--- config.mk ---
export PLATFORM = sky130hd
export DESIGN_NAME = prog_timer2
export DESIGN_NICKNAME = d
export VERILOG_FILES = /design/src/rtl/tmr_pkg.sv /design/src/rtl/tmr_edge_det.sv /design/src/rtl/tmr_channel.sv /design/src/rtl/tmr_snapshot.sv /design/src/rtl/prog_timer2.sv
export SDC_FILE = /design/constraint.sdc
export NUM_CORES = 1
export LEC_CHECK = 0
export CORE_MARGIN = 1.5
export CORE_UTILIZATION = 55
export CTS_BUF_LIST = sky130_fd_sc_hd__clkbuf_8
export CTS_CLUSTER_DIAMETER = 200
export DETAILED_ROUTE_END_ITERATION = 10
export PLACE_DENSITY = 0.77
export SYNTH_ARGS = -nofsm -noshare
export SYNTH_HDL_FRONTEND = slang
export SYNTH_SLANG_ARGS = --single-unit
--- constraint.sdc ---
create_clock -name clk -period 4.1 [get_ports clk]
set_input_delay 1.025 -clock clk [delete_from_list [all_inputs] [get_ports clk]]
set_output_delay 1.025 -clock clk [all_outputs]
set_load 0.05 [all_outputs]
--- src/rtl/tmr_pkg.sv ---
// Package for the two-channel timer: data widths, register offsets and control bit positions.
// Assumes exactly two channels; address bit 3 selects the channel.
package tmr_pkg;
    localparam int NW        = 4;              // bus nibble width
    localparam int CW        = 8;              // counter width per channel
    localparam int NCH       = 2;              // channel count
    localparam int AW        = 4;              // register address width
    localparam int OW        = AW - 1;         // offset width inside a channel window
    localparam int CH_STRIDE = 1 << OW;        // address distance between channels

    localparam int OFS_RLD_LO = 0;
    localparam int OFS_CMP_LO = 2;
    localparam int OFS_CNT_LO = 4;
    localparam int OFS_CNT_HI = 5;
    localparam int OFS_CTRL   = 6;
    localparam int OFS_MODE   = 7;

    localparam int CTL_RUN    = 0;
    localparam int CTL_PRESET = 1;
    localparam int CTL_PWM    = 2;
endpackage

--- src/rtl/tmr_edge_det.sv ---
// Falling-edge detector for the count clock.
// Assumes src is synchronous to clk and each level lasts at least one clk cycle.
module tmr_edge_det (
    input  logic clk,
    input  logic rst_n,
    input  logic src,
    output logic fall
);
    logic src_q;

    // Keep the previous count-clock level.
    always_ff @(posedge clk) begin
        if (!rst_n) src_q <= 1'b0;
        else        src_q <= src;
    end

    assign fall = src_q & ~src;

    AST_FALL_SINGLE: assert property (@(posedge clk) disable iff (!rst_n)
        fall |=> !fall);
endmodule

--- src/rtl/tmr_channel.sv ---
// One timer channel: reload and compare registers, run synchronisation,
// down-counter with auto-reload, compare match and PWM level.
// Assumes tick is a single-cycle pulse and that the bus offset is already decoded.
module tmr_channel #(
    parameter int CW = tmr_pkg::CW,
    parameter int NW = tmr_pkg::NW,
    parameter int OW = tmr_pkg::OW
) (
    input  logic          clk,
    input  logic          rst_n,
    input  logic          tick,
    input  logic          chained,
    input  logic          ext_step,
    input  logic          wr_en,
    input  logic          sel,
    input  logic [OW-1:0] off,
    input  logic [NW-1:0] wr_data,
    output logic [CW-1:0] cnt,
    output logic [CW-1:0] reload,
    output logic [CW-1:0] compare,
    output logic          run_rd,
    output logic          pwm_en,
    output logic          uf_now,
    output logic          uf,
    output logic          cmp,
    output logic          pwm
);
    import tmr_pkg::*;

    localparam int NSEG = CW / NW;

    logic          run_req;
    logic          run_act;
    logic          ctrl_we;
    logic          preset;
    logic          step;
    logic          dec;
    logic          hit;
    logic [CW-1:0] cnt_dec;

    assign ctrl_we = wr_en && sel && (off == OW'(OFS_CTRL));
    assign preset  = ctrl_we && wr_data[CTL_PRESET];
    assign step    = chained ? ext_step : (tick && run_act);
    assign cnt_dec = cnt - CW'(1);
    assign uf_now  = step && (cnt == '0) && !preset;
    assign dec     = step && (cnt != '0) && !preset;
    assign hit     = dec && pwm_en && (cnt_dec == compare);
    assign run_rd  = run_req | run_act;

    // Nibble writes into the reload and compare registers.
    always_ff @(posedge clk) begin
        if (!rst_n) begin
            reload  <= '0;
            compare <= '0;
        end else if (wr_en && sel) begin
            for (int k = 0; k < NSEG; k++) begin
                if (off == OW'(OFS_RLD_LO + k)) reload[k*NW +: NW]  <= wr_data;
                if (off == OW'(OFS_CMP_LO + k)) compare[k*NW +: NW] <= wr_data;
            end
        end
    end

    // Control register: requested run state and PWM enable.
    always_ff @(posedge clk) begin
        if (!rst_n) begin
            run_req <= 1'b0;
            pwm_en  <= 1'b0;
        end else if (ctrl_we) begin
            run_req <= wr_data[CTL_RUN];
            pwm_en  <= wr_data[CTL_PWM];
        end
    end

    // Effective run state follows the request only at a count-clock falling edge.
    always_ff @(posedge clk) begin
        if (!rst_n)    run_act <= 1'b0;
        else if (tick) run_act <= run_req;
    end

    // Down-counter with preset and auto-reload.
    always_ff @(posedge clk) begin
        if (!rst_n)                cnt <= '0;
        else if (preset || uf_now) cnt <= reload;
        else if (dec)              cnt <= cnt_dec;
    end

    // Registered underflow and compare pulses.
    always_ff @(posedge clk) begin
        if (!rst_n) begin
            uf  <= 1'b0;
            cmp <= 1'b0;
        end else begin
            uf  <= uf_now;
            cmp <= hit;
        end
    end

    // PWM level: set on reload, cleared on compare match.
    always_ff @(posedge clk) begin
        if (!rst_n)                pwm <= 1'b0;
        else if (!pwm_en)          pwm <= 1'b0;
        else if (preset || uf_now) pwm <= 1'b1;
        else if (hit)              pwm <= 1'b0;
    end

    AST_PRESET_LOAD: assert property (@(posedge clk) disable iff (!rst_n)
        preset |=> cnt == $past(reload));
    AST_RELOAD_ON_UF: assert property (@(posedge clk) disable iff (!rst_n)
        uf_now |=> cnt == $past(reload));
    AST_HOLD_NO_STEP: assert property (@(posedge clk) disable iff (!rst_n)
        (!step && !preset) |=> $stable(cnt));
    AST_RUN_ON_EDGE: assert property (@(posedge clk) disable iff (!rst_n)
        !tick |=> $stable(run_act));
    AST_PWM_DISABLED: assert property (@(posedge clk) disable iff (!rst_n)
        !pwm_en |=> !pwm && !cmp);
    AST_MATCH_LOW: assert property (@(posedge clk) disable iff (!rst_n)
        cmp |-> !pwm);
    AST_UF_PWM_HIGH: assert property (@(posedge clk) disable iff (!rst_n)
        (uf && $past(pwm_en)) |-> pwm);
endmodule

--- src/rtl/tmr_snapshot.sv ---
// Count snapshot registers for coherent nibble reads.
// A low-nibble read of channel 0 latches its high nibble and, in chained mode,
// all of channel 1. A low-nibble read of channel 1 latches its high nibble only
// outside chained mode.
module tmr_snapshot #(
    parameter int CW = tmr_pkg::CW,
    parameter int NW = tmr_pkg::NW
) (
    input  logic             clk,
    input  logic             rst_n,
    input  logic             rd_lo0,
    input  logic             rd_lo1,
    input  logic             chained,
    input  logic [CW-1:NW]   cnt0_hi,
    input  logic [CW-1:0]    cnt1,
    output logic [CW-NW-1:0] snap0_hi,
    output logic [CW-1:0]    snap1
);
    // Latch the frozen count bits on low-nibble reads.
    always_ff @(posedge clk) begin
        if (!rst_n) begin
            snap0_hi <= '0;
            snap1    <= '0;
        end else if (rd_lo0) begin
            snap0_hi <= cnt0_hi;
            if (chained) snap1 <= cnt1;
        end else if (rd_lo1 && !chained) begin
            snap1[CW-1:NW] <= cnt1[CW-1:NW];
        end
    end

    AST_SNAP0_HOLD: assert property (@(posedge clk) disable iff (!rst_n)
        !rd_lo0 |=> $stable(snap0_hi));
    AST_SNAP1_CHAIN: assert property (@(posedge clk) disable iff (!rst_n)
        (rd_lo0 && chained) |=> snap1 == $past(cnt1));
    AST_SNAP1_LOW_HOLD: assert property (@(posedge clk) disable iff (!rst_n)
        !rd_lo0 |=> $stable(snap1[NW-1:0]));
endmodule

--- src/rtl/prog_timer2.sv ---
// Two-channel programmable timer with a 4-bit register port, optional 16-bit chaining,
// underflow, compare-match and PWM outputs per channel.
// Assumes cnt_clk is synchronous to clk and that read and write never hit one register together.
module prog_timer2 (
    input  logic       clk,
    input  logic       rst_n,
    input  logic       cnt_clk,
    input  logic [3:0] bus_addr,
    input  logic [3:0] bus_wdata,
    input  logic       bus_wr,
    input  logic       bus_rd,
    output logic [3:0] bus_rdata,
    output logic [1:0] tmr_uf,
    output logic [1:0] tmr_cmp,
    output logic [1:0] tmr_pwm,
    output logic       tmr_uf16
);
    import tmr_pkg::*;

    logic           tick;
    logic           chain;
    logic [NCH-1:0] uf_now;
    logic [NCH-1:0] run_rd;
    logic [NCH-1:0] pwm_en;
    logic [CW-1:0]  cnt_a     [NCH];
    logic [CW-1:0]  reload_a  [NCH];
    logic [CW-1:0]  compare_a [NCH];
    logic [CW-NW-1:0] snap0_hi;
    logic [CW-1:0]  snap1;
    logic           rd_lo0;
    logic           rd_lo1;
    logic           ch_idx;
    logic [OW-1:0]  off;

    assign ch_idx = bus_addr[AW-1];
    assign off    = bus_addr[OW-1:0];
    assign rd_lo0 = bus_rd && (bus_addr == AW'(OFS_CNT_LO));
    assign rd_lo1 = bus_rd && (bus_addr == AW'(CH_STRIDE + OFS_CNT_LO));

    tmr_edge_det u_edge (
        .clk   (clk),
        .rst_n (rst_n),
        .src   (cnt_clk),
        .fall  (tick)
    );

    // Mode register: chained 16-bit operation.
    always_ff @(posedge clk) begin
        if (!rst_n)                                      chain <= 1'b0;
        else if (bus_wr && bus_addr == AW'(OFS_MODE))    chain <= bus_wdata[0];
    end

    // 16-bit underflow pulse when both channels wrap at one edge.
    always_ff @(posedge clk) begin
        if (!rst_n) tmr_uf16 <= 1'b0;
        else        tmr_uf16 <= chain && uf_now[0] && uf_now[1];
    end

    for (genvar g = 0; g < NCH; g++) begin : g_ch
        logic ext;
        logic chn;
        if (g == 0) begin : g_low
            assign ext = 1'b0;
            assign chn = 1'b0;
        end else begin : g_up
            assign ext = uf_now[g-1];
            assign chn = chain;
        end

        tmr_channel #(.CW(CW), .NW(NW), .OW(OW)) u_ch (
            .clk      (clk),
            .rst_n    (rst_n),
            .tick     (tick),
            .chained  (chn),
            .ext_step (ext),
            .wr_en    (bus_wr),
            .sel      (ch_idx == 1'(g)),
            .off      (off),
            .wr_data  (bus_wdata),
            .cnt      (cnt_a[g]),
            .reload   (reload_a[g]),
            .compare  (compare_a[g]),
            .run_rd   (run_rd[g]),
            .pwm_en   (pwm_en[g]),
            .uf_now   (uf_now[g]),
            .uf       (tmr_uf[g]),
            .cmp      (tmr_cmp[g]),
            .pwm      (tmr_pwm[g])
        );
    end

    tmr_snapshot #(.CW(CW), .NW(NW)) u_snap (
        .clk      (clk),
        .rst_n    (rst_n),
        .rd_lo0   (rd_lo0),
        .rd_lo1   (rd_lo1),
        .chained  (chain),
        .cnt0_hi  (cnt_a[0][CW-1:NW]),
        .cnt1     (cnt_a[1]),
        .snap0_hi (snap0_hi),
        .snap1    (snap1)
    );

    // Read multiplexer for the addressed nibble.
    always_comb begin
        bus_rdata = '0;
        case (off)
            3'd0, 3'd1: bus_rdata = reload_a[ch_idx][off[0]*NW +: NW];
            3'd2, 3'd3: bus_rdata = compare_a[ch_idx][off[0]*NW +: NW];
            3'd4: begin
                if (!ch_idx)    bus_rdata = cnt_a[0][NW-1:0];
                else if (chain) bus_rdata = snap1[NW-1:0];
                else            bus_rdata = cnt_a[1][NW-1:0];
            end
            3'd5:    bus_rdata = ch_idx ? snap1[CW-1:NW] : snap0_hi;
            3'd6:    bus_rdata = {1'b0, pwm_en[ch_idx], 1'b0, run_rd[ch_idx]};
            default: bus_rdata = ch_idx ? 4'h0 : {3'b000, chain};
        endcase
    end

    AST_UF16_BOTH: assert property (@(posedge clk) disable iff (!rst_n)
        tmr_uf16 |-> tmr_uf[0] && tmr_uf[1]);
    AST_UF16_CHAIN: assert property (@(posedge clk) disable iff (!rst_n)
        !chain |=> !tmr_uf16);
    AST_UPPER_STEP: assert property (@(posedge clk) disable iff (!rst_n)
        (chain && !uf_now[0] && !(bus_wr && bus_addr == AW'(CH_STRIDE + OFS_CTRL)))
        |=> $stable(cnt_a[1]));
endmodule

==> results of run 1 <==
==> cell type report <==
class,count,area [µm²],share of cell area [%]
multi-input combinational,387,2610,54.0
timing repair buffer,41,355,7.34
clock buffer,11,151,3.13
tap,102,128,2.64
sequential,75,1500,31.0
inverter,9,33.8,0.698
clock inverter,5,58.8,1.21
==> how the worst max path moves through the flow <==
stage,start,cells after the start,end,slack [ns]
3_3_place_gp,bus_addr[1],7,bus_rdata[1],0.22
3_5_place_dp,bus_addr[1],7,bus_rdata[1],0.20
2_1_floorplan,bus_addr[1],5,bus_rdata[0],0.20
5_1_grt,bus_addr[1],7,bus_rdata[1],0.10
4_1_cts,bus_addr[1],7,bus_rdata[1],0.20
6_report,bus_addr[1],7,bus_rdata[1],0.19
==> layer usage <==
layer	track usage, %	vias up
li1	-	1886
met3	6.14	44
met4	13.2	0
met1	41.6	1974
met5	0	-
met2	48.6	233
==> power by group <==
group | switching [mW] | leakage, nW | internal, mW
clock | 0.297 | 0.102 | 0.315
combinational | 0.0773 | 1.12 | 0.0501
sequential | 0.00976 | 0.605 | 0.734
total | 0.384 | 1.83 | 1.10
==> cells by family after synthesis <==
kind of cell,after synthesis
compound gates,115
xor+xnor,17
fa+ha+maj,3
buf+inv,55
flops,75
mux,57
simple gates,195
==> state kept, by name, summed over array words and instances (netlist names), 4 cells and up <==
name               count
g_ch.u_ch.cnt         16
g_ch.u_ch.compare     16
g_ch.u_ch.reload      16
u_snap.snap0_hi        4
u_snap.snap1           8
==> metrics by stage <==
step / instance area, µm² / std cells / hold slack [ns]
after floorplan: 4370 / 517 / 0.436
after global placement: 4630 / 614 / 0.448
after detailed placement: 4630 / 614 / 0.456
after CTS: 4840 / 630 / 0.470
after global routing: 4840 / 630 / 0.503
final: 4840 / 630 / 0.474
==> synthesized netlist by cell type (2+ instances only) <==
library cell	instances	share of area (%)
ha_1	2	0.57
o211ai_1	11	1.9
buf_1	2	0.17
o21a_1	5	0.86
mux4_2	11	5.7
o311a_1	2	0.46
mux2_2	2	0.52
nor4_1	8	1.1
and3_1	6	0.86
xor2_1	7	1.4
dfxtp_1	75	34
nor2b_1	4	0.57
nand2_1	41	3.5
mux2i_1	44	10
a31oi_1	7	1.0
or4_1	6	1.0
nor3_1	16	1.8
a21oi_1	33	3.8
a31o_2	2	0.40
o21ai_0	31	3.6
nor4b_1	2	0.40
o2111ai_1	2	0.40
a21boi_0	6	1.0
clkbuf_1	35	3.0
xnor2_1	10	2.0
a21o_1	3	0.52
and2_1	2	0.29
inv_1	8	0.69
nand3_1	27	3.1
or3_1	6	0.86
nand3b_1	5	0.86
buf_6	3	0.77
buf_4	6	1.0
nor2_1	54	4.6
nand2b_1	5	0.72
==> worst max-delay path: stages <==
cell and delay (ns):
clkdlybuf4s50_1 0.47, nor2b_1 0.13, buf_4 0.23, mux4_2 0.53
mux2i_1 0.18, o21ai_1 0.11, buf_4 0.20
==> metrics.log, run 1 <==
INFO  metric wl_met3 = 1110 µm
INFO  metric cellPowerDensity = 306 mW/mm²
INFO  metric vias_per_cell = 6.57
INFO  metric worstPathArrival = 2.88 ns
INFO  metric cts_hold_repair.buffers = 0
INFO  metric cts_repair_resize_count = 0
INFO  metric postSynthNetCount = 532
INFO  metric rrSetupSlack = 1.08 ns
INFO  metric post_synth.cell_area_avg = 8.45 µm²
INFO  metric part_of_the_cycle_the_worst_path_needs = 95.3%
INFO  metric initial_antenna_violation_count = 0
INFO  metric critPathLaunchType = primary input
INFO  metric rsz0062_at_grt = false
INFO  metric drt_iter0_drc = 382
INFO  metric number_of_global_route_vias_before_repair = 3,906
INFO  metric reg2regPathDepth = 7
INFO  metric synthDistinctLibCells = 63
INFO  metric postCtsSetupBuffers = 0
INFO  metric yosys_warnings = 0
INFO  metric timing.rr.end = g_ch[1].u_ch.cnt[5]
INFO  metric maxSlewHeadroom = 54.1%
INFO  metric finish.utilization = 63.0%
INFO  metric maximum_number_of_pins_on_one_net_before_global_route_repair = 35
INFO  metric clock_sinks = 75
INFO  metric layout_setup_ws = 0.193 ns
INFO  metric htreeDepth = 3
INFO  metric antennaDiodeCount = 0
INFO  metric count_of_input_and_output_buffers = 23
INFO  metric cts_buffer_depth = 2
INFO  metric ir_drop = 0.217 mV
INFO  metric finalWirelength = 12,500 µm
INFO  metric report.power.total = 1.48 mW
INFO  metric cts-root-buf = clkbuf_8
INFO  metric p_leak = 1.83 nW
INFO  metric run_status = complete, no violations
INFO  metric r2r_start = g_ch[0].u_ch.cnt[0]
INFO  metric worstSkewPairLatency = 0.37 ns
INFO  metric most_frequent_cells_in_the_layout = dfxtp_1 (75), nor2_1 (54), mux2i_1 (44)
INFO  metric ant_nets = 0
INFO  metric synth_xor_area_share = 3.41%
INFO  metric routedLengthMet1 = 5230 µm
INFO  metric post_synth_and_or_nand_nor_area_fraction = 22.8%
INFO  metric ys.flop_type = dfxtp_1
INFO  metric post_synth_instance_area = 0.00437 mm²
INFO  metric end_kind = output port
INFO  metric cts_buffers = 9
INFO  metric hold_end = u_snap.snap1[1]
INFO  metric globalRoute.totalOverflow = 0
INFO  metric fill_cells = 681
INFO  metric rows = 32
INFO  metric final-setup-viol-count = 0
INFO  metric worstHoldPathType = register to register
INFO  metric dieHeight = 92.1 µm
INFO  metric clock.fmax = 0.256 GHz
INFO  metric synth-edff-count = 0
INFO  metric ys_seq_area_share = 34.4%
INFO  metric final_common_cell = dfxtp_1
INFO  metric synth.area.mux_share = 16.3%
INFO  metric gp_congestion = 0.950
INFO  metric initial_drt_pass_iterations = 7
INFO  metric ys_async_sr_fraction = 0%
INFO  metric synth_adder_area_share = 0.802%
INFO  metric synth.ff_latch_count = 75
INFO  metric clkSlewWorstSetupHoldPaths = 0.09 ns
INFO  metric synth-compound-area-share = 16.6%
INFO  metric floorplan.initialDensity = 56.8%
INFO  metric final.setup_skew = 0.00982 ns
INFO  metric grtUsageTotal = 31.0%
INFO  metric syn_to_final_growth = 10.9%
INFO  metric io_pins = 24
INFO  metric detailroute.via_count = 4,137
INFO  metric cts_tree = done
INFO  metric syn_inst = 517
INFO  metric worst_slew_pin_slew = 0.683 ns
INFO  metric fp.coreArea = 0.00769 mm²
INFO  metric timing.hold.worst_path_depth = 2
INFO  metric drv_slew = 0
INFO  metric nets = 538
INFO  metric length_of_routed_met2_wiring = 5760 µm
INFO  metric fp.dieArea = 0.00848 mm²
INFO  metric top_layer_used = met4
INFO  metric largest_family_of_logic_cells_by_synthesized_area = simple AND/OR/NAND/NOR gates
INFO  metric final_layout_size_suffix_gt1_share = 11.4%
INFO  metric data_required_time_of_the_worst_path = 3.07 ns
INFO  metric timing_worst_setup_path_type = primary input to output port
INFO  metric fp.dieW = 92.1 µm
INFO  metric wl_per_cell = 19.9 µm
INFO  metric finalHoldViolCount = 0
INFO  metric route.detailed.drc = 0
INFO  metric totalNegativeSetupSlack = 0 ns
INFO  metric post-place-ws = 0.199 ns
INFO  metric final.min_clock_period = 3.91 ns
INFO  metric hold_path.startpoint = u_snap.snap1[1]
INFO  metric grt_pass1_wl = 20,300 µm
INFO  metric detailedPlacementHpwl = 9190 µm
INFO  metric path_max_fanout = 13
INFO  metric cap_viol_max_count = 0
Note: power is estimated with default switching activity, not from simulation.
==> inputs of run 2 (changes only) <==
--- a/config.mk
+++ b/config.mk
@@ -5,6 +5,7 @@
 export SDC_FILE = /design/constraint.sdc
 export NUM_CORES = 1
 export LEC_CHECK = 0
+export CORE_ASPECT_RATIO = 0.9
 export CORE_MARGIN = 1.5
 export CORE_UTILIZATION = 55
 export CTS_BUF_LIST = sky130_fd_sc_hd__clkbuf_8
==> run 2 against run 1 <==
Against the previous run: routed wire length decreased by 0.22%; first-iteration DRC count up 71%; sequential share of layout area is 0.55 points higher; combinational power hardly changed; clock skew is 0.0024 ns lower; hold slack worse by 0.0088 ns; count of clock-buffer cells in the layout is 2 lower; clock power fell by 18%; register-to-register slack hardly changed; die area about the same; worst setup slack lost 0.079 ns; final cell count decreased by 1.7%; critical endpoint is now bus_rdata[3]; highest routed layer unchanged.
==> metrics.log, run 2 (synthesis gave the netlist of run 1 again) <==
INFO  metric fp.dieW = 96.9 µm (was 92.1 µm)
INFO  metric clock.fmax = 0.251 GHz (was 0.256 GHz)
INFO  metric report.power.total = 1.37 mW (was 1.48 mW)
INFO  metric final.setup_skew = 0.00744 ns (was 0.00982 ns)
INFO  metric final-setup-viol-count = 0 (unchanged)
INFO  metric path_buf_inv = 3 (unchanged)
INFO  metric cap_viol_max_count = 0 (unchanged)
INFO  metric drt_iter0_drc = 653 (was 382)
INFO  metric grt_util_met3 = 6.30% (was 6.14%)
INFO  metric grt_most_used_layer = met2 (unchanged)
INFO  metric cellPowerDensity = 289 mW/mm² (was 306 mW/mm²)
INFO  metric met1_usage = 42.7% (was 41.6%)
INFO  metric whs = 0.465 ns (was 0.474 ns)
INFO  metric reg2regPathDepth = 7 (unchanged)
INFO  metric syn_to_final_growth = 8.94% (was 10.9%)
INFO  metric part_of_the_cycle_the_worst_path_needs = 97.2% (was 95.3%)
INFO  metric route.detailed.drc = 0 (unchanged)
INFO  metric cts-root-buf = clkbuf_8 (unchanged)
INFO  metric crit_cells = 7 (unchanged)
INFO  metric fp.coreArea = 0.00762 mm² (was 0.00769 mm²)
INFO  metric wl_per_cell = 20.2 µm (was 19.9 µm)
INFO  metric fill_cells = 675 (was 681)
INFO  metric initial_antenna_violation_count = 0 (unchanged)
INFO  metric groute.layer.met2.usage = 45.5% (was 48.6%)
INFO  metric data_required_time_of_the_worst_path = 3.07 ns (about the same)
INFO  metric postCtsSetupBuffers = 0 (unchanged)
INFO  metric maximum_number_of_pins_on_one_net_before_global_route_repair = 37 (was 35)
INFO  metric final.min_clock_period = 3.99 ns (was 3.91 ns)
INFO  metric nets = 533 (was 538)
INFO  metric comb_power_share = 9.2% (was 8.6%)
INFO  metric dpl.cell_count = 603 (was 614)
INFO  metric timing.hold.worst_path_depth = 2 (unchanged)
INFO  metric final_layout_size_suffix_gt1_share = 10.3% (was 11.4%)
INFO  metric initial_drt_pass_iterations = 5 (was 7)
INFO  metric netSwitchingFraction = 27.1% (was 25.9%)
INFO  metric worstPathCellList = clkdlybuf4s50_1, nor2b_1, buf_4, mux4_2, mux2i_1, o21ai_1, buf_4 (unchanged)
INFO  metric cpMostUsedCell = buf_4 (unchanged)
INFO  metric rows = 30 (was 32)
INFO  metric run_status = complete, no violations (unchanged)
INFO  metric antennaDiodeCount = 0 (unchanged)
INFO  metric dieHeight = 87.5 µm (was 92.1 µm)
INFO  metric finalWirelength = 12,500 µm (about the same)
INFO  metric gp_congestion = 1.00 (was 0.950)
INFO  metric cts_tree = done (unchanged)
INFO  metric worst_slew_pin_slew = 0.790 ns (was 0.683 ns)
INFO  metric detailroute.via_count = 4,099 (was 4,137)
INFO  metric final_common_cell = dfxtp_1 (unchanged)
INFO  metric detailedPlacementHpwl = 9070 µm (was 9190 µm)
INFO  metric p_leak = 1.79 nW (was 1.83 nW)
INFO  metric grt_pass1_wl = 19,800 µm (was 20,300 µm)
INFO  metric end_kind = output port (unchanged)
INFO  metric switching_power = 372 µW (was 384 µW)
INFO  metric layout_setup_ws = 0.114 ns (was 0.193 ns)
INFO  metric maxSlewHeadroom = 46.9% (was 54.1%)
INFO  metric drv_slew = 0 (unchanged)
INFO  metric globalRoute.totalOverflow = 0 (unchanged)
INFO  metric io_pins = 24 (unchanged)
INFO  metric clkSlewWorstSetupHoldPaths = 0.08 ns (was 0.09 ns)
INFO  metric rsz0062_at_grt = false (unchanged)
INFO  metric cp_top_family = buffers and inverters (unchanged)
INFO  metric number_of_global_route_vias_before_repair = 3,759 (was 3,906)
INFO  metric cts_buffer_depth = 2 (unchanged)
INFO  metric crit_path_max_incr_delay = 0.54 ns (was 0.53 ns)
INFO  metric worstHoldPathType = register to register (unchanged)
INFO  metric worstSkewPairLatency = 0.36 ns (was 0.37 ns)
INFO  metric power.clock.fraction = 36.5% (was 41.3%)
INFO  metric cts_repair_resize_count = 0 (unchanged)
INFO  metric cts_hold_repair.buffers = 0 (unchanged)
INFO  metric path_max_fanout = 13 (unchanged)
INFO  metric post-place-ws = 0.169 ns (was 0.199 ns)
INFO  metric pwr-share-seq = 54.2% (was 50.1%)
INFO  metric most_frequent_cells_in_the_layout = dfxtp_1 (75), nor2_1 (54), mux2i_1 (44) (unchanged)
INFO  metric totalNegativeSetupSlack = 0 ns (unchanged)
INFO  metric fp.dieArea = 0.00848 mm² (about the same)
INFO  metric finalHoldViolCount = 0 (unchanged)
INFO  metric cts_buffers = 9 (unchanged)
INFO  metric ir_drop = 0.170 mV (was 0.217 mV)
INFO  metric stdcell_count = 619 (was 630)
INFO  metric vias_per_cell = 6.62 (was 6.57)
INFO  metric cell_internal_pwr = 1.00 mW (was 1.10 mW)
INFO  metric count_of_input_and_output_buffers = 23 (unchanged)
INFO  metric floorplan.initialDensity = 57.3% (was 56.8%)
INFO  metric timing_worst_setup_path_type = primary input to output port (unchanged)
INFO  metric ant_nets = 0 (unchanged)
INFO  metric grtUsageTotal = 30.1% (was 31.0%)
INFO  metric critical-path-slowest-cell = mux4_2 (unchanged)
INFO  metric worstPathArrival = 2.96 ns (was 2.88 ns)
INFO  metric layout_top_registers = g_ch.u_ch.cnt: 16 flops, g_ch.u_ch.compare: 16 flops, g_ch.u_ch.reload: 16 flops (unchanged)
INFO  metric critPathLaunchType = primary input (unchanged)
INFO  metric htreeDepth = 3 (unchanged)
INFO  metric clock_sinks = 75 (unchanged)
## run 2: power groups by stage
stage	Sequential, mW	Clock [mW]	Combinational (mW)
finish	0.745	0.502	0.127
global route	0.745	0.537	0.135
CTS	0.744	0.511	0.125
detailed placement	0.761	0	0.124
global placement	0.761	0	0.121
floorplan	0.755	0	0.0854
## run 2: tightest hold or removal path, cell delays in order (launching register included)
cell and delay [ns]:
dfxtp_1 0.32, nand2_1 0.05, a21oi_1 0.05
## run 2: cell type report
cell class / instances / area, µm² / share of cell area [%]
Multi-Input combinational cell: 387 / 2610 / 54.9
Tap cell: 96 / 120 / 2.52
Timing Repair Buffer: 36 / 318 / 6.68
Clock buffer: 9 / 124 / 2.60
Inverter: 9 / 33.8 / 0.710
Clock inverter: 7 / 46.3 / 0.973
Sequential cell: 75 / 1500 / 31.6
## run 2: worst paths after layout
check,startpoint,endpoint,slack (ns)
max,bus_addr[1],bus_rdata[3],0.11
min,u_snap.snap1[0],u_snap.snap1[0],0.47
max reg2reg,g_ch[0].u_ch.cnt[0],g_ch[1].u_ch.cnt[5],1.08
min reg2reg,u_snap.snap1[0],u_snap.snap1[0],0.47
## run 2: per-stage QoR
step,util [%],cell area [µm²]
6_report,62.4,4760
3_3_place_gp,60.2,4590
5_1_grt,62.4,4760
2_1_floorplan,-,4370
4_1_cts,62.4,4760
3_5_place_dp,60.2,4590
## run 2: routing by layer
metal	vias to the layer above	routed length, µm
met3	38	1370
met5	-	0
met1	1890	5410
met4	0	290
li1	1883	-
met2	288	5420
==> inputs of run 3 (changes only) <==
--- a/config.mk
+++ b/config.mk
@@ -11,6 +11,7 @@
 export CTS_BUF_LIST = sky130_fd_sc_hd__clkbuf_8
 export CTS_CLUSTER_DIAMETER = 200
 export DETAILED_ROUTE_END_ITERATION = 10
+export GPL_TIMING_DRIVEN = 0
 export PLACE_DENSITY = 0.77
 export SYNTH_ARGS = -nofsm -noshare
 export SYNTH_HDL_FRONTEND = slang
==> run 3 against run 2 <==
Against the previous run: global-route usage down 0.33 points; core utilization rose by 2.3 points; sequential cell count unchanged; final area rose by 3.8%; non-clock buffer count increased by 30; sequential share of layout area is 1.1 points lower; die area is the same; fmax is 0.96% higher; sequential power decreased by 0.5%; clock skew is 0.0025 ns lower; largest cell class unchanged; highest routed layer unchanged.
==> metrics.log, run 3 (synthesis gave the netlist of run 1 again) <==
INFO  metric antennaDiodeCount = 0 (unchanged)
INFO  metric route.detailed.drc = 0 (unchanged)
INFO  metric timing_worst_setup_path_type = primary input to output port (unchanged)
INFO  metric final_layout_size_suffix_gt1_share = 10.3% (about the same)
INFO  metric reg2regPathDepth = 9 (was 7)
INFO  metric run_status = complete, no violations (unchanged)
INFO  metric detailedPlacementHpwl = 9240 µm (was 9070 µm)
INFO  metric data_required_time_of_the_worst_path = 3.07 ns (about the same)
INFO  metric final.min_clock_period = 3.95 ns (was 3.99 ns)
INFO  metric initial_antenna_violation_count = 0 (unchanged)
INFO  metric initial_drt_pass_iterations = 5 (unchanged)
INFO  metric io_pins = 24 (unchanged)
INFO  metric drt_iter0_drc = 531 (was 653)
INFO  metric gp_congestion = 0.939 (was 1.00)
INFO  metric netSwitchingFraction = 23.1% (was 27.1%)
INFO  metric cell_internal_pwr = 1.20 mW (was 1.00 mW)
INFO  metric cts_buffer_depth = 2 (unchanged)
INFO  metric placement.cell_area = 0.00468 mm² (was 0.00459 mm²)
INFO  metric layout_top_registers = g_ch.u_ch.cnt: 16 flops, g_ch.u_ch.compare: 16 flops, g_ch.u_ch.reload: 16 flops (unchanged)
INFO  metric cts_tree = done (unchanged)
INFO  metric power.clock.fraction = 44.1% (was 36.5%)
INFO  metric cap_viol_max_count = 0 (unchanged)
INFO  metric hold_path.startpoint = u_snap.snap1[0] (unchanged)
INFO  metric worstSkewPairLatency = 0.35 ns (was 0.36 ns)
INFO  metric crit_path_max_incr_delay = 0.54 ns (about the same)
INFO  metric clock_sinks = 75 (unchanged)
INFO  metric drv_slew = 0 (unchanged)
INFO  metric dieHeight = 87.5 µm (unchanged)
INFO  metric number_of_global_route_vias_before_repair = 3,802 (was 3,759)
INFO  metric rows = 30 (unchanged)
INFO  metric part_of_the_cycle_the_worst_path_needs = 96.3% (was 97.2%)
INFO  metric most_frequent_cells_in_the_layout = dfxtp_1 (75), nor2_1 (54), mux2i_1 (43) (was dfxtp_1 (75), nor2_1 (54), mux2i_1 (44))
INFO  metric ant_nets = 0 (unchanged)
INFO  metric htreeDepth = 3 (unchanged)
INFO  metric rrSetupSlack = 0.88 ns (was 1.08 ns)
INFO  metric worst_slew_pin_slew = 1.20 ns (was 0.790 ns)
INFO  metric globalRoute.totalOverflow = 0 (unchanged)
INFO  metric timing.hold.worst_path_depth = 2 (unchanged)
INFO  metric clock.fmax = 0.253 GHz (was 0.251 GHz)
INFO  metric report.power.total = 1.56 mW (was 1.37 mW)
INFO  metric nets = 563 (was 533)
INFO  metric totalNegativeSetupSlack = 0 ns (unchanged)
INFO  metric final.setup_skew = 0.00494 ns (was 0.00744 ns)
INFO  metric critPathLaunchType = primary input (unchanged)
INFO  metric detailroute.via_count = 4,195 (was 4,099)
INFO  metric r2r_start = g_ch[1].u_ch.cnt[0] (was g_ch[0].u_ch.cnt[0])
INFO  metric critical-path-slowest-cell = mux4_2 (unchanged)
INFO  metric fp.dieArea = 0.00848 mm² (unchanged)
INFO  metric stdcell_area = 0.00494 mm² (was 0.00476 mm²)
INFO  metric pwr-share-seq = 47.6% (was 54.2%)
INFO  metric count_of_input_and_output_buffers = 19 (was 23)
INFO  metric ir_drop = 0.229 mV (was 0.170 mV)
INFO  metric cts-root-buf = clkbuf_8 (unchanged)
INFO  metric vias_per_cell = 6.46 (was 6.62)
INFO  metric dpl.cell_count = 632 (was 603)
INFO  metric worstHoldPathType = register to register (unchanged)
INFO  metric grtUsageTotal = 29.7% (was 30.1%)
INFO  metric end_kind = output port (unchanged)
INFO  metric p_leak = 1.89 nW (was 1.79 nW)
INFO  metric worstPathCellList = dlygate4sd2_1, nor2b_4, clkbuf_4, mux4_2, mux2i_1, o21ai_1, buf_2 (was clkdlybuf4s50_1, nor2b_1, buf_4, mux4_2, mux2i_1, o21ai_1, buf_4)
INFO  metric syn_to_final_growth = 13.0% (was 8.94%)
INFO  metric clkSlewWorstSetupHoldPaths = 0.08 ns (about the same)
INFO  metric rsz0062_at_grt = false (unchanged)
INFO  metric fp.dieW = 96.9 µm (unchanged)
INFO  metric finalHoldViolCount = 0 (unchanged)
INFO  metric worstPathArrival = 2.92 ns (was 2.96 ns)
INFO  metric whs = 0.465 ns (about the same)
INFO  metric wl_per_cell = 19.3 µm (was 20.2 µm)
INFO  metric maximum_number_of_pins_on_one_net_before_global_route_repair = 13 (was 37)
INFO  metric path_max_fanout = 10 (was 13)
INFO  metric fp.coreArea = 0.00762 mm² (unchanged)
INFO  metric switching_power = 359 µW (was 372 µW)
INFO  metric final-setup-viol-count = 0 (unchanged)
INFO  metric cts_buffers = 9 (unchanged)
INFO  metric grt_pass1_wl = 19,600 µm (was 19,800 µm)
INFO  metric floorplan.initialDensity = 57.3% (unchanged)
INFO  metric timing.rr.end = g_ch[1].u_ch.cnt[5] (unchanged)
INFO  metric maxSlewHeadroom = 19.0% (was 46.9%)
INFO  metric stdcell_count = 649 (was 619)
INFO  metric finalWirelength = 12,500 µm (about the same)
INFO  metric cellPowerDensity = 315 mW/mm² (was 289 mW/mm²)
INFO  metric comb_power_share = 8.3% (was 9.2%)
INFO  metric final_common_cell = dfxtp_1 (unchanged)
INFO  metric hold_end = u_snap.snap1[0] (unchanged)
[run 3: changes by cell type in the layout (fill, tap and decap cells not counted), sizes merged, moves of 2 or more]
cell,before,now
buf,17,15
bufinv,0,3
clkdlybuf4s50,19,12
clkinv,4,0
dlymetal6s2s,0,2
clkbuf,9,46
[run 3: worst max path at each step]
| stage | from | end | slack, ns | cells past startpoint |
|---|---|---|---|---|
| after global routing | bus_addr[1] | bus_rdata[3] | 0.08 | 7 |
| after CTS | bus_addr[2] | bus_rdata[0] | 0.01 | 7 |
| after global placement | bus_addr[1] | bus_rdata[0] | -1.08 | 7 |
| after detailed placement | bus_addr[1] | bus_rdata[0] | -1.11 | 7 |
| final | bus_addr[1] | bus_rdata[3] | 0.15 | 7 |
| after floorplan | bus_addr[1] | bus_rdata[0] | 0.20 | 5 |
[run 3: layer usage]
metal | wire length [µm] | up-vias | global-route usage [%]
met4 | 308 | 0 | 9.09
li1 | - | 1950 | -
met3 | 1390 | 30 | 9.98
met5 | 0 | - | 0
met2 | 5430 | 239 | 46.5
met1 | 5390 | 1976 | 39.4
[run 3: repair_timing]
action | 4_1_cts | 5_1_grt
pin swaps | 0 | 0
resized for setup | 28 | 8
hold buffers | 0 | 0
endpoints found under the setup margin | 4 | 4
hold endpoints to repair | 0 | 0
setup buffers | 1 | 0
[run 3: worst max-delay path, delay by kind of cell]
kind            cells  cell delay (ns)
buf+inv             3             0.81
compound gates      1             0.09
simple gates        1             0.23
mux                 2             0.76
[run 3: power groups by stage]
stage	Sequential (mW)	Combinational [mW]	Clock (mW)
2_1_floorplan	0.755	0.0854	0
3_3_place_gp	0.758	0.121	0
3_5_place_dp	0.758	0.123	0
4_1_cts	0.741	0.125	0.688
5_1_grt	0.742	0.138	0.721
6_report	0.741	0.129	0.686
[run 3: through the flow]
stage	util (%)	setup slack, ns
2_1_floorplan	-	0.198
3_3_place_gp	61.4	-1.08
3_5_place_dp	61.4	-1.11
4_1_cts	64.6	0.0133
5_1_grt	64.8	0.0778
6_report	64.8	0.152
[run 3: area by class of cell]
class	instances	area, µm²
tap	96	120
sequential	75	1500
clock buffer	10	138
multi-input combinational	387	2630
clock inverter	6	105
fill	647	2680
inverter	9	33.8
timing repair buffer	20	181
buffer	46	231
